==> config.mk <==
export PLATFORM = sky130hd
export DESIGN_NAME = trace_flow_decoder
export DESIGN_NICKNAME = d
export VERILOG_FILES = /design/src/rtl/trace_flow_decoder.sv
export SDC_FILE = /design/constraint.sdc
export NUM_CORES = 1
export LEC_CHECK = 0
export CAP_MARGIN = 5
export CORE_MARGIN = 2
export CORE_UTILIZATION = 40
export CTS_BUF_LIST = sky130_fd_sc_hd__clkbuf_2
export DETAILED_ROUTE_END_ITERATION = 10
export SLEW_MARGIN = 10
export SYNTH_ARGS = -nofsm -noshare
export SYNTH_HDL_FRONTEND = slang
export SYNTH_SLANG_ARGS = --single-unit
==> constraint.sdc <==
create_clock -name clk -period 2.5 [get_ports clk]
set_input_delay 0.25 -clock clk [delete_from_list [all_inputs] [get_ports clk]]
set_output_delay 0.25 -clock clk [all_outputs]
set_load 0.1 [all_outputs]
==> src/rtl/trace_flow_decoder.sv <==
module trace_flow_decoder #(
  parameter int SYNC_ZEROS = 4,
  parameter int TS_MAX     = 8
) (
  input  logic        clk,
  input  logic        rst_n,
  input  logic        in_valid,
  input  logic [7:0]  in_data,
  output logic        in_ready,
  output logic        addr_valid,
  output logic [31:0] addr_out,
  input  logic        addr_ready,
  output logic        sync_lost
);

  localparam int ZC_W = $clog2(SYNC_ZEROS + 1);
  localparam int IX_W = $clog2((TS_MAX > 5 ? TS_MAX : 5) + 1);
  localparam logic [ZC_W-1:0] ZMAX = ZC_W'(SYNC_ZEROS);
  localparam logic [IX_W-1:0] TLAST = IX_W'(TS_MAX - 1);

  typedef enum logic [2:0] {HUNT, HEAD, BRANCH, START, TSKIP} st_t;

  st_t              st, nst;
  logic [ZC_W-1:0]  zcnt, nzcnt;
  logic [IX_W-1:0]  idx, nidx;
  logic [31:0]      work, nwork, prev;
  logic             done, err, aligned;

  wire       take = in_valid && in_ready;
  wire [7:0] b    = in_data;

  assign in_ready = !addr_valid || addr_ready;

  always_comb begin
    nst = st; nidx = idx; nwork = work; nzcnt = zcnt;
    done = 1'b0; err = 1'b0; aligned = 1'b0;
    case (st)
      HUNT: begin
        if (b == 8'h00) nzcnt = (zcnt == ZMAX) ? zcnt : zcnt + 1'b1;
        else if (b == 8'h80 && zcnt == ZMAX) begin
          aligned = 1'b1; nst = HEAD; nzcnt = '0;
        end else nzcnt = '0;
      end
      HEAD: begin
        if (b[0]) begin
          nwork = {prev[31:6], b[6:1]};
          if (b[7]) begin nst = BRANCH; nidx = IX_W'(1); end
          else done = 1'b1;
        end else begin
          case (b)
            8'h00, 8'h80: ;
            8'h02: begin nst = START; nidx = '0; end
            8'h04: begin nst = TSKIP; nidx = '0; end
            default: err = 1'b1;
          endcase
        end
      end
      BRANCH: begin
        case (idx)
          IX_W'(1): nwork[12:6]  = b[6:0];
          IX_W'(2): nwork[19:13] = b[6:0];
          IX_W'(3): nwork[26:20] = b[6:0];
          default:  nwork[31:27] = b[4:0];
        endcase
        if (!b[7]) begin done = 1'b1; nst = HEAD; end
        else if (idx == IX_W'(4)) err = 1'b1;
        else nidx = idx + 1'b1;
      end
      START: begin
        case (idx)
          IX_W'(0): nwork[7:0]   = b;
          IX_W'(1): nwork[15:8]  = b;
          IX_W'(2): nwork[23:16] = b;
          default:  nwork[31:24] = b;
        endcase
        if (idx == IX_W'(3)) begin done = 1'b1; nst = HEAD; end
        else nidx = idx + 1'b1;
      end
      TSKIP: begin
        if (!b[7]) nst = HEAD;
        else if (idx == TLAST) err = 1'b1;
        else nidx = idx + 1'b1;
      end
      default: nst = HUNT;
    endcase
    if (err) begin nst = HUNT; nzcnt = '0; end
  end

  always_ff @(posedge clk) begin
    if (!rst_n) begin
      st <= HUNT; zcnt <= '0; idx <= '0; work <= '0; prev <= '0;
      addr_valid <= 1'b0; addr_out <= '0; sync_lost <= 1'b0;
    end else begin
      if (take) begin
        st <= nst; zcnt <= nzcnt; idx <= nidx; work <= nwork;
        if (done) begin prev <= nwork; addr_out <= nwork; end
        if (err) sync_lost <= 1'b1;
        if (aligned) begin sync_lost <= 1'b0; prev <= '0; end
      end
      if (take && done) addr_valid <= 1'b1;
      else if (addr_ready) addr_valid <= 1'b0;
    end
  end

  p_hold_r11: assert property (@(posedge clk) disable iff (!rst_n)
    addr_valid && !addr_ready |=> addr_valid && $stable(addr_out));
  p_lost_hunts_r9: assert property (@(posedge clk) disable iff (!rst_n)
    sync_lost |-> st == HUNT);
  p_resync_clears_r3: assert property (@(posedge clk) disable iff (!rst_n)
    $fell(sync_lost) |-> st == HEAD);
  p_no_out_unsynced_r2: assert property (@(posedge clk) disable iff (!rst_n)
    $rose(addr_valid) |-> $past(st) != HUNT);
  p_branch_len_r10: assert property (@(posedge clk) disable iff (!rst_n)
    st == BRANCH |-> idx >= IX_W'(1) && idx <= IX_W'(4));
  p_ts_len_r7: assert property (@(posedge clk) disable iff (!rst_n)
    st == TSKIP |-> idx <= TLAST);

endmodule

# == Word-level counts from Yosys, hierarchy flattened ==
# Index checks and enable logic that the tools add are counted.
# op_classes
n_addsub,2
eq_ne,27
mux,53
reduce_logical,24
# ops
cell,count
$mux W32,3
$pmux W26 S3,1
$mux W3,11
$mux W4,8
$mux W8,4
$mux W7,3
$ne A3 B3 Y1 const B,6
$mux W1,16
$pmux W4 S4,1
$pmux W3 S4,1
$pmux W6 S2,1
$ne A2 B2 Y1 const B,5
$reduce_and A9 Y1,1
$eq A4 B2 Y1 const B,2
$eq A4 B3 Y1 const B,2
$eq A8 B2 Y1 const B,1
$eq A8 B3 Y1 const B,1
$eq A8 B8 Y1 const B,1
$logic_not A8 Y1,1
$reduce_bool A2 Y1,4
$reduce_and A7 Y1,1
$eq A3 B2 Y1 const B,2
$eq A3 B3 Y1 const B,2
$pmux W1 S3,2
20 further kinds,26
# totals
regBits,108
in_bits,12

# == Logic depth before layout (Yosys ltp) ==
# logic_depth
ltp_word,7
depth_mapped,10
mapped_depth_nobuf,8

# == Worst setup path before layout ==
# Ideal clock, no wire load.
# synth_timing
path_kind,reg2reg
from,reg addr_valid
to,reg prev[31]
setup_ns,0.071
t_arrival_ns,3.345
required_ns,2.429
path_slack_ns,-0.916
stages_incl_launch_ff,9
path_buffers,2
path_cell_list,dfxtp_1 -> nand2b_1 -> nand2_1 -> nor2_1 -> o21a_1 -> buf_2 -> nor2_1 -> clkbuf_1 -> o2bb2ai_1
# synth_via
elab_chain_len,4
# synth_lines
element,line_no,text
start: declaration,10,"output logic addr_valid,"
start signal: assignment,92,addr_valid <= 1'b0; addr_out <= '0; sync_lost <= 1'b0;
start signal: assignment,100,if (take && done) addr_valid <= 1'b1;
start signal: assignment,101,else if (addr_ready) addr_valid <= 1'b0;
$logic_not A1 Y1,32,assign in_ready = !addr_valid || addr_ready;
$logic_or A1 B1 Y1,32,
named net in_ready,9,"output logic in_ready,"
$logic_and A1 B1 Y1,29,wire take = in_valid && in_ready;
$reduce_and A2 Y1 (no source line),-,
end signal: assignment,96,if (done) begin prev <= nwork; addr_out <= nwork; end
end: declaration,26,"logic [31:0] work, nwork, prev;"
# The timed path passes the listed nets, and every way through them passes these cells.
# A chain may end at the register's enable or synchronous reset.

# == Worst setup path after layout ==
# layout_timing
from,reg idx[0]
to,reg addr_out[25]
# layout_via
elab_chain_len,4
elab_cells_between_ends,11
cone_classes,3 x eq/ne; 5 x mux; 3 x reduce/logical
# layout_lines
element,line_no,text
start: declaration,25,"logic [IX_W-1:0] idx, nidx;"
start signal: assignment,95,st <= nst; zcnt <= nzcnt; idx <= nidx; work <= nwork;
"$eq A4 B2 Y1, or another cell as far along",70,case (idx)
$reduce_or A3 Y1 (no source line) or $mux W1 (tied branches),-,
$mux W8 or $pmux W1 S3 (tied branches),"70, 37",
$pmux W26 S3 or $reduce_and A2 Y1 (tied branches),-,
end signal: assignment,96,
end: declaration,11,"output logic [31:0] addr_out,"
# Several ways; a longest one is shown, not always the timed one.

==> run metrics <==
main combinational cell family by area after synthesis compound AO/OA/AOI/OAI gates; I/O pins 47; row count between 40 and 50; Post-Syn Instances between 600 and 700; Worst EP arrival ~2.9 ns; final-report max-slew violation count 0; Setup Viol. Count Final 0; hpwl dp ~11000 µm; total number of vias 5105; Fin. Hold Viols 0; post-synthesis adder-cell area fraction between 1 and 1.5%; Leakage Power ~2.2 nW; crit path capture type register; Chip Height around 120 µm; post-synth net total about 660; FILL cells ~1300; Critical Path, Cell by Cell inv_1, ha_1, or3_1, nand2_1, o221ai_1, a2111o_1, nor2_1, nor3_1; initial detailed-routing violation count about 350; Port Buf Inserts 46; compound-gate portion of the synthesized area 30.9%; Avg Cell Area, Syn approximately 8.1 µm²; Commonest cells post-synth 102 x dfxtp_1, 97 x a21oi_1, 72 x nand2_1, 51 x nor2_1, 49 x o21ai_0; Tot Pwr approximately 2.8 mW; setup TNS 0 ns; Placement Setup Slack -0.232 ns; Max Root-Sink Buffers 2; Yosys reg bits around 100; Via density 5.77; Synth area leader dfxtp_1; CTS tree yes; RSZ-0062 raised after global routing false; EDFF count, synth 0; xor-xnor portion of the synthesized cell area less than 1%; PnR worst setup slack around 0.17 ns; simple-gate area share of the yosys netlist around 17%; WP data required about 3 ns; Final Net Count ~730; final WL between 15000 and 20000 µm; starting density of the core 41.1%; Die Width 118 µm; Hold/Removal Path Class input pin to register; post-route ant nets 0; yosys warns 0; post-CTS setup repair buffer count 0; WP buf/inv 1; crit path max fanout 5; count leader, synth dfxtp_1; Rel. slew slack about 57%; # diodes 0; Worst path max stage delay 0.47 ns; asr flop ratio synth 0%; number of global-route vias before repair between 4000 and 5000; Pre-Repair DR Iteration Count 7; largest net degree at the start of global routing 35; root buf cell clkbuf_2; Fin Clk Skew between 0.03 and 0.04 ns; Final Critical Period about 2.3 ns; global route overflow 0; Synth area leaders dfxtp_1 39%, a21oi_1 9.3%, nand2_1 5.2%; Final Wtd Congestion between 0.9 and 1; share of cells above drive strength 1 between 10% and 20%; Setup CP Type register to register; ys flop type dfxtp_1; worst slew pin tran around 0.64 ns; first-pass GRT wire length between 20000 and 30000 µm; CTS H-tree lvls 3; P per Cell Area 452 mW/mm²; Core ar. 0.0127 mm²; Max Clock Freq approximately 430 MHz; synthesized area around 0.0052 mm²; Seq/Total Area, Yosys approximately two fifths; die area 0.0139 mm²; # clock sinks between 100 and 150; synth unique cells between 60 and 70; Slowest-stage cell, CP dfxtp_1; drc violations 0; DR WL/cell roughly 18 µm; Tot GR Track Use 23.1%; Synth top area share 39.2%; Max IR drop VDD between 0.2 and 0.3 mV; multiplexer area fraction after synthesis under 10%; worst skew pair latency around 0.66 ns; delay-heaviest family, CP simple AND/OR/NAND/NOR gates; Final period util about 93%; Syn-to-layout area delta 18.2%; initial antenna violation count 0; Clock transition at path regs between 0.2 and 0.3 ns; status complete, no violations; CTS Buf Count 9; CP startpoint kind register; final core utilization between 40 and 50%; R2R Setup Slk approximately 0.17 ns; Post-CTS Hold Fix Bufs 0; # Max-Cap Violations 0
sequential cells by signal (all words and copies together) (netlist names):
name        cells
addr_out       32
zcnt            3
idx             4
st              3
work           32
sync_lost       1
addr_valid      1
prev           26
cells in the final DEF (no fill, tap or decap), drive strengths merged, types with 3 or more instances in the layout:
cell type	synthesis	final
a211oi	34	34
a21oi	97	97
a221oi	3	3
a22oi	9	9
and2	4	4
and3	4	4
buf	20	101
clkbuf	40	9
clkdlybuf4s50	0	11
clkinv	0	3
dfxtp	102	102
ha	6	6
inv	12	13
mux2i	22	22
nand2	72	72
nand2b	4	4
nand3	8	8
nand3b	3	3
nor2	51	51
nor2b	4	4
nor3	7	7
nor3b	5	5
nor4	11	11
o21a	3	3
o21ai	50	50
o2bb2ai	25	25
or3	6	6
layer usage:
| layer | share of wire, % | global-route usage [%] |
|---|---|---|
| met3 | 6.3 | 4.41 |
| met2 | 46 | 37.4 |
| met4 | 2.2 | 9.86 |
| met5 | 0 | 0 |
| met1 | 45 | 29.9 |
timing repair:
action,in CTS,in global routing
endpoints found under the setup margin,0,14
resized for setup,0,4
hold endpoints to repair,0,0
worst paths after layout:
path | startpoint | end | cells after the start
hold / removal | addr_ready | addr_valid | 3
hold reg to reg | sync_lost | sync_lost | 2
setup reg to reg | idx[0] | addr_out[25] | 8
setup / recovery | idx[0] | addr_out[25] | 8
cells by family after synthesis:
group	Yosys count
compound gates	251
fa+ha+maj	6
simple gates	188
buf+inv	74
flops	102
mux	24
xor+xnor	1
stage by stage:
stage | instance area (µm²) | instances | hold WS [ns]
3_3_place_gp | 6000 | 868 | 0.438
5_1_grt | 6150 | 884 | 0.238
3_5_place_dp | 6000 | 868 | 0.444
6_report | 6150 | 884 | 0.256
4_1_cts | 6140 | 884 | 0.218
2_1_floorplan | 5210 | 646 | 0.423
worst min-delay path, delay by kind of cell:
family / cells / cell delay [ns]
buf+inv: 1 / 0.46
simple gates: 1 / 0.13
compound gates: 1 / 0.05
where the power goes:
part	internal, mW	switching [mW]	leakage [nW]
Clock	0.335	0.599	0.0801
Combinational	0.0755	0.124	1.32
Sequential	1.64	0.00685	0.823
area by class of cell:
cell class	count	area, µm²	area share [%]
Timing Repair Buffer	112	868	14.1
Multi-Input combinational cell	470	2840	46.1
Inverter	12	45.0	0.732
Clock buffer	9	45.0	0.732
Clock inverter	7	97.6	1.59
Sequential cell	102	2040	33.2
Tap cell	172	215	3.50
(Power assumes the default switching activity.)
